## config.mk

```make
export PLATFORM = sky130hd
export DESIGN_NAME = irq_prio_core
export DESIGN_NICKNAME = d
export VERILOG_FILES = /design/src/rtl/irq_prio_pkg.sv /design/src/rtl/irq_lowest_pick.sv /design/src/rtl/irq_req_reg.sv /design/src/rtl/irq_isr_reg.sv /design/src/rtl/irq_prio_core.sv
export SDC_FILE = /design/constraint.sdc
export NUM_CORES = 1
export LEC_CHECK = 0
export ABC_CLOCK_PERIOD_IN_PS = 2900
export BUFFER_PORTS_ARGS = -buffer_cell sky130_fd_sc_hd__buf_2
export CAP_MARGIN = 10
export CORE_MARGIN = 2
export CORE_UTILIZATION = 44
export CTS_BUF_LIST = sky130_fd_sc_hd__clkbuf_4 sky130_fd_sc_hd__clkbuf_8
export DETAILED_ROUTE_END_ITERATION = 8
export PLACE_DENSITY = 0.77
export SLEW_MARGIN = 30
export SYNTH_ARGS = -nofsm -noshare
export SYNTH_HDL_FRONTEND = slang
export SYNTH_SLANG_ARGS = --single-unit
```

## constraint.sdc

```tcl
create_clock -name clk_i -period 2.9 [get_ports clk_i]
set_input_delay 0.58 -clock clk_i [delete_from_list [all_inputs] [get_ports clk_i]]
set_output_delay 0.58 -clock clk_i [all_outputs]
set_load 0.01 [all_outputs]
```

## src/rtl/irq_prio_pkg.sv

```systemverilog
package irq_prio_pkg;
  localparam int unsigned N_IRQ = 8;
  localparam int unsigned IDX_W = $clog2(N_IRQ);
  localparam int unsigned VEC_W = 8;

  typedef logic [N_IRQ-1:0] irq_bits_t;
  typedef logic [IDX_W-1:0] irq_idx_t;
  typedef logic [VEC_W-1:0] irq_vec_t;
endpackage

```

## src/rtl/irq_lowest_pick.sv

```systemverilog
module irq_lowest_pick #(
  parameter int unsigned W = 8,
  localparam int unsigned IW = (W > 1) ? $clog2(W) : 1
) (
  input  logic [W-1:0]  bits_i,
  output logic          found_o,
  output logic [IW-1:0] idx_o,
  output logic [W-1:0]  onehot_o
);
  // lower index wins: scan from the top so the last hit is the lowest
  always_comb begin
    found_o  = 1'b0;
    idx_o    = '0;
    onehot_o = '0;
    for (int i = W - 1; i >= 0; i--) begin
      if (bits_i[i]) begin
        found_o  = 1'b1;
        idx_o    = IW'(i);
        onehot_o = W'(1) << i;
      end
    end
  end
endmodule

```

## src/rtl/irq_req_reg.sv

```systemverilog
module irq_req_reg #(
  parameter int unsigned W = 8
) (
  input  logic         clk_i,
  input  logic         rst_ni,
  input  logic [W-1:0] req_i,
  input  logic [W-1:0] grant_i,
  output logic [W-1:0] irr_o
);
  logic [W-1:0] req_q;
  logic [W-1:0] rise;

  assign rise = req_i & ~req_q;

  always_ff @(posedge clk_i or negedge rst_ni) begin
    if (!rst_ni) begin
      req_q <= '0;
      irr_o <= '0;
    end else begin
      req_q <= req_i;
      irr_o <= req_i & (irr_o | rise) & ~grant_i;
    end
  end
endmodule

```

## src/rtl/irq_isr_reg.sv

```systemverilog
module irq_isr_reg #(
  parameter int unsigned W = 8,
  localparam int unsigned IW = (W > 1) ? $clog2(W) : 1
) (
  input  logic          clk_i,
  input  logic          rst_ni,
  input  logic [W-1:0]  grant_i,
  input  logic          eoi_spec_i,
  input  logic          eoi_nonspec_i,
  input  logic [IW-1:0] eoi_level_i,
  input  logic [W-1:0]  isr_low_onehot_i,
  output logic [W-1:0]  isr_o
);
  logic [W-1:0] clr;

  always_comb begin
    clr = '0;
    if (eoi_spec_i)         clr = W'(1) << eoi_level_i;
    else if (eoi_nonspec_i) clr = isr_low_onehot_i;
  end

  always_ff @(posedge clk_i or negedge rst_ni) begin
    if (!rst_ni) isr_o <= '0;
    else         isr_o <= (isr_o & ~clr) | grant_i;
  end
endmodule

```

## src/rtl/irq_prio_core.sv

```systemverilog
module irq_prio_core
  import irq_prio_pkg::*;
(
  input  logic       clk_i,
  input  logic       rst_ni,
  input  logic [7:0] req_i,
  input  logic [7:0] mask_i,
  input  logic [7:0] vec_base_i,
  input  logic       ack_i,
  input  logic       eoi_spec_i,
  input  logic       eoi_nonspec_i,
  input  logic [2:0] eoi_level_i,
  output logic       pending_o,
  output logic [7:0] vector_o,
  output logic [7:0] irr_o,
  output logic [7:0] isr_o
);
  irq_bits_t irr, isr, live, grant, req_onehot, isr_onehot;
  irq_idx_t  req_idx, isr_idx;
  logic      req_found, isr_found;

  assign live = irr & ~mask_i;

  irq_lowest_pick #(.W(N_IRQ)) u_req_pick (
    .bits_i(live), .found_o(req_found), .idx_o(req_idx), .onehot_o(req_onehot)
  );

  irq_lowest_pick #(.W(N_IRQ)) u_isr_pick (
    .bits_i(isr), .found_o(isr_found), .idx_o(isr_idx), .onehot_o(isr_onehot)
  );

  assign grant = (ack_i && req_found) ? req_onehot : '0;

  irq_req_reg #(.W(N_IRQ)) u_req_reg (
    .clk_i(clk_i), .rst_ni(rst_ni), .req_i(req_i), .grant_i(grant), .irr_o(irr)
  );

  irq_isr_reg #(.W(N_IRQ)) u_isr_reg (
    .clk_i(clk_i), .rst_ni(rst_ni), .grant_i(grant),
    .eoi_spec_i(eoi_spec_i), .eoi_nonspec_i(eoi_nonspec_i),
    .eoi_level_i(eoi_level_i), .isr_low_onehot_i(isr_onehot), .isr_o(isr)
  );

  // strictly higher priority than any in-service level
  assign pending_o = req_found && (!isr_found || (req_idx < isr_idx));
  assign vector_o  = req_found ? irq_vec_t'(vec_base_i + irq_vec_t'(req_idx))
                               : irq_vec_t'(vec_base_i + irq_vec_t'(N_IRQ - 1));
  assign irr_o = irr;
  assign isr_o = isr;
endmodule

```

==> metrics.md <==
| Metric | Value |
|---|---|
| Status | finished, violations left |
| Failing checks | negative setup slack |
| Initial DRC count | 44 |
| Drt via density | 5.591 |
| CTS Buf Count | 3 |
| CTS H-Tree Depth | 1 |
| Final Hold Viols | 0 |
| RR Endpoint | u_req_reg.irr_o[3] |
| Initial antenna violation count | 0 |
| Root Driver | clkbuf_4 |
| Sequential power share | 0.418 |
| Clock Sinks | 24 |
| Clock Power Share | 0.145 |
| Crit path capture type | output pin |
| WL per Instance | ~14 um |
| Crit path from | u_req_reg.irr_o[1] |
| I/O pin count | 57 |
| Final net count | 271 |
| Gp weighted congestion | 0.8496 |
| DRT Wirelength | around 3.8 mm |
| # hold bufs at CTS | 0 |
| Yosys warns | 0 |
| Initial Utilization | 0.4542 |
| Largest net degree at the start of global routing | 25 |
| Clk_lat worst skew | 0.31 ns |
| Levels on crit path | 12 |
| Vias in the first global route | roughly 1.4k |
| Overall Power | 0.9950 mW |
| Die Y-Extent | 59.45 um |
| Crit path max-delay family | simple AND/OR/NAND/NOR gates |
| Final TNS setup | -0.3554 ns |
| Min Tclk post-route | 3.043 ns |
| Diode count | 0 |
| R2R depth | 5 |
| Rows | 20 |
| Arrival time worst endpoint | between 2 and 2.5 ns |
| Avg Cell Area, Syn | 9.393 um2 |
| R2R Setup Slk | 1.24 ns |
| CP Capture Point | vector_o[6] |
| Switch share | 0.3553 |
| RSZ-0062 raised after global routing | yes |
| Combinational Power Share | 0.438 |
| First-pass DRT Iterations | 4 |
| DRC | 0 |
| WP data required | 2.32 ns |
| Critical Path Fanout Max | 3 |
| ANT nets after route | 0 |
| Vias | 1476 |
| CTS tree | done |
| Largest stage delay, worst path | ~0.39 ns |
| VDD IR-drop max | 0.0002652 V |
| Pwr dens | between 400 and 500 mW/mm2 |
| FF/Latch Area | 601.8 um2 |
| Crit-path slowest cell | dfrtp_1 |
| Critical path class | reg2out |
| Number of port buffers | 56 |
| Setup WS post-layout | -0.1430 ns |
| Clk buf depth | 2 |
| Post-DP HPWL | 2.686 mm |
| Sw power | 0.3535 mW |
| Maximum Capacitance Violations | 0 |
| Slew margin rel. | 0.6472 |
| Int Power | between 0.6 and 0.7 mW |
| Highest achievable clock rate | approximately 330 MHz |
| Final worst-path cycle share | 1.049 |
| Worst r2r src | u_req_reg.irr_o[1] |
| Synthesis-to-layout area growth | 50.60% |
| Die area | 0.003534 mm2 |
| Worst-Margin Slew | 0.5292 ns |
| # fillers | 249 |
| Seq/Total Area, Yosys | 0.4440 |
| Die width | 59.45 um |
| P_leak | roughly 1.0 nW |
| First-pass GRT wire length | just under 6 mm |
| Unique masters post-synth | 33 |
| Worst Setup Start Kind | flop |
| GR Overflow Total | 0 |
| Max Slew Vio Count | 0 |
| Synth Instances | between 100 and 150 |
| Fraction of layout cells with a size suffix above 1 | 0.4935 |
| Endpoints failing setup | 5 |
| GRT Total Usage | 0.2159 |
| Worst Path Buf+Inv | 2 |
| Yosys reg bits | 24 |
| Final core utilization | 0.6840 |
| Synthesized area | around 0.0014 mm2 |
| Hold Crit Class | in2async |
| Syn nets | 182 |
| Critical-path cell list | or2b_4 -> buf_6 -> o211ai_1 -> nand3_1 -> nand2_2 -> ha_4 -> fa_2 -> a21oi_2 -> nor2b_1 -> and3_1 -> xor2_1 -> buf_2 |
| Clk_skew | between 0.005 and 0.006 ns |
| Core ar. | 0.002978 mm2 |
| Worst-path clk slew | approximately 0.12 ns |
| Multi-input gate area | 862.1 um2 |
-- flip-flops by register name, summed over array words and instances, names as in the netlist --
register,count
u_req_reg.req_q,8
u_req_reg.irr_o,8
u_isr_reg.isr_o,8
-- layer usage --
| layer | global-route usage | part of all wire | wire length, um |
|---|---|---|---|
| met2 | 0.3689 | 0.53 | 1990 |
| met4 | 0.1071 | 0.014 | 52 |
| met3 | 0.02183 | 0.049 | 187 |
| met5 | 0 | 0 | 0 |
| met1 | 0.2696 | 0.41 | 1558 |
-- layout make-up --
cell class	instances	area share
tap	33	0.02027
timing repair buffer	84	0.2482
multi-input combinational	119	0.4232
sequential	24	0.2955
inverter	1	0.001843
clock buffer	3	0.01106
-- power groups by stage --
| stage | Clock [mW] | Combinational (mW) | Sequential (mW) |
|---|---|---|---|
| 2_1_floorplan | 0 | 0.198 | 0.427 |
| 3_3_place_gp | 0 | 0.361 | 0.419 |
| 3_5_place_dp | 0 | 0.367 | 0.420 |
| 4_1_cts | 0.144 | 0.404 | 0.413 |
| 5_1_grt | 0.157 | 0.486 | 0.422 |
| 6_report | 0.144 | 0.435 | 0.416 |
-- what timing repair did --
| action | CTS | global route |
|---|---|---|
| gates resized for setup | 18 | 18 |
| setup buffers | 6 | 6 |
| pin swaps | 8 | 12 |
| setup endpoints to repair | 7 | 7 |
-- Yosys cell counts --
| master | n | area [um2] |
|---|---|---|
| nor3_2 | 1 | 10.01 |
| nand4_1 | 2 | 12.51 |
| o31ai_1 | 1 | 7.510 |
| ha_1 | 5 | 62.56 |
| nand3_1 | 6 | 30.03 |
| xor2_1 | 4 | 35.03 |
| nand3b_1 | 2 | 15.01 |
| xnor2_1 | 2 | 17.52 |
| nand2b_1 | 17 | 106.4 |
| a21oi_1 | 3 | 15.01 |
| nor2_1 | 11 | 41.29 |
| o221ai_1 | 2 | 17.52 |
| fa_1 | 1 | 20.02 |
| nand2_1 | 17 | 63.81 |
| a21o_1 | 1 | 7.510 |
| a31oi_1 | 2 | 12.51 |
| nor3_1 | 2 | 10.01 |
| o21ai_0 | 10 | 50.05 |
| nor2b_1 | 6 | 37.54 |
| nor2b_4 | 1 | 13.76 |
| dfrtp_1 | 24 | 600.6 |
| o21a_1 | 2 | 15.01 |
| or4_1 | 1 | 7.510 |
| o22ai_1 | 1 | 6.260 |
| inv_1 | 1 | 3.750 |
| o311ai_0 | 2 | 17.52 |
| o211ai_1 | 1 | 7.510 |
| or2b_1 | 1 | 7.510 |
| nor4_1 | 2 | 12.51 |
| nand2b_2 | 1 | 8.760 |
| a211oi_1 | 2 | 15.01 |
| a221oi_1 | 1 | 8.760 |
| and3_1 | 9 | 56.30 |
-- stage by stage --
stage	hold slack, ns	instance area [um2]	worst slack, ns	instances
floorplan	0.2844	1353	0.002010	144
global placement	0.5499	1794	-0.1534	249
detailed placement	0.5627	1794	-0.2613	249
CTS	0.2454	1933	-0.1387	258
global route	0.2504	2037	-0.2689	264
finish	0.2251	2037	-0.1430	264
-- worst min-delay path by stage --
stage | start | to | slack [ns]
finish | rst_ni | u_req_reg.req_q[0] | 0.23
global placement | u_req_reg.req_q[5] | u_req_reg.irr_o[5] | 0.55
floorplan | rst_ni | u_isr_reg.isr_o[0] | 0.28
CTS | rst_ni | u_req_reg.req_q[2] | 0.25
global route | rst_ni | u_req_reg.req_q[4] | 0.25
detailed placement | u_req_reg.req_q[2] | u_req_reg.irr_o[2] | 0.56
-- logic make-up after synthesis --
kind of cell	Yosys count	share of synthesized area
compound gates	28	0.1332
fa+ha+maj	6	0.06106
xor+xnor	6	0.03885
simple gates	79	0.3201
buf+inv	1	0.002773
flops	24	0.4440
-- cell usage in the layout, fill, tap and decap left out, drive strengths merged, types with 2 or more instances in the layout --
master	netlist	layout
buf	0	84
dfrtp	24	24
nand2b	18	18
nand2	17	17
nor2	11	11
o21ai	10	10
and3	9	9
nor2b	7	7
nand3	6	6
ha	5	5
xor2	4	4
a21oi	3	3
clkbuf	0	3
nor3	3	3
a31oi	2	2
xnor2	2	2
a211oi	2	2
o221ai	2	2
nand3b	2	2
o311ai	2	2
nor4	2	2
nand4	2	2
o21a	2	2
No activity file was read; power rests on OpenSTA's default activity.
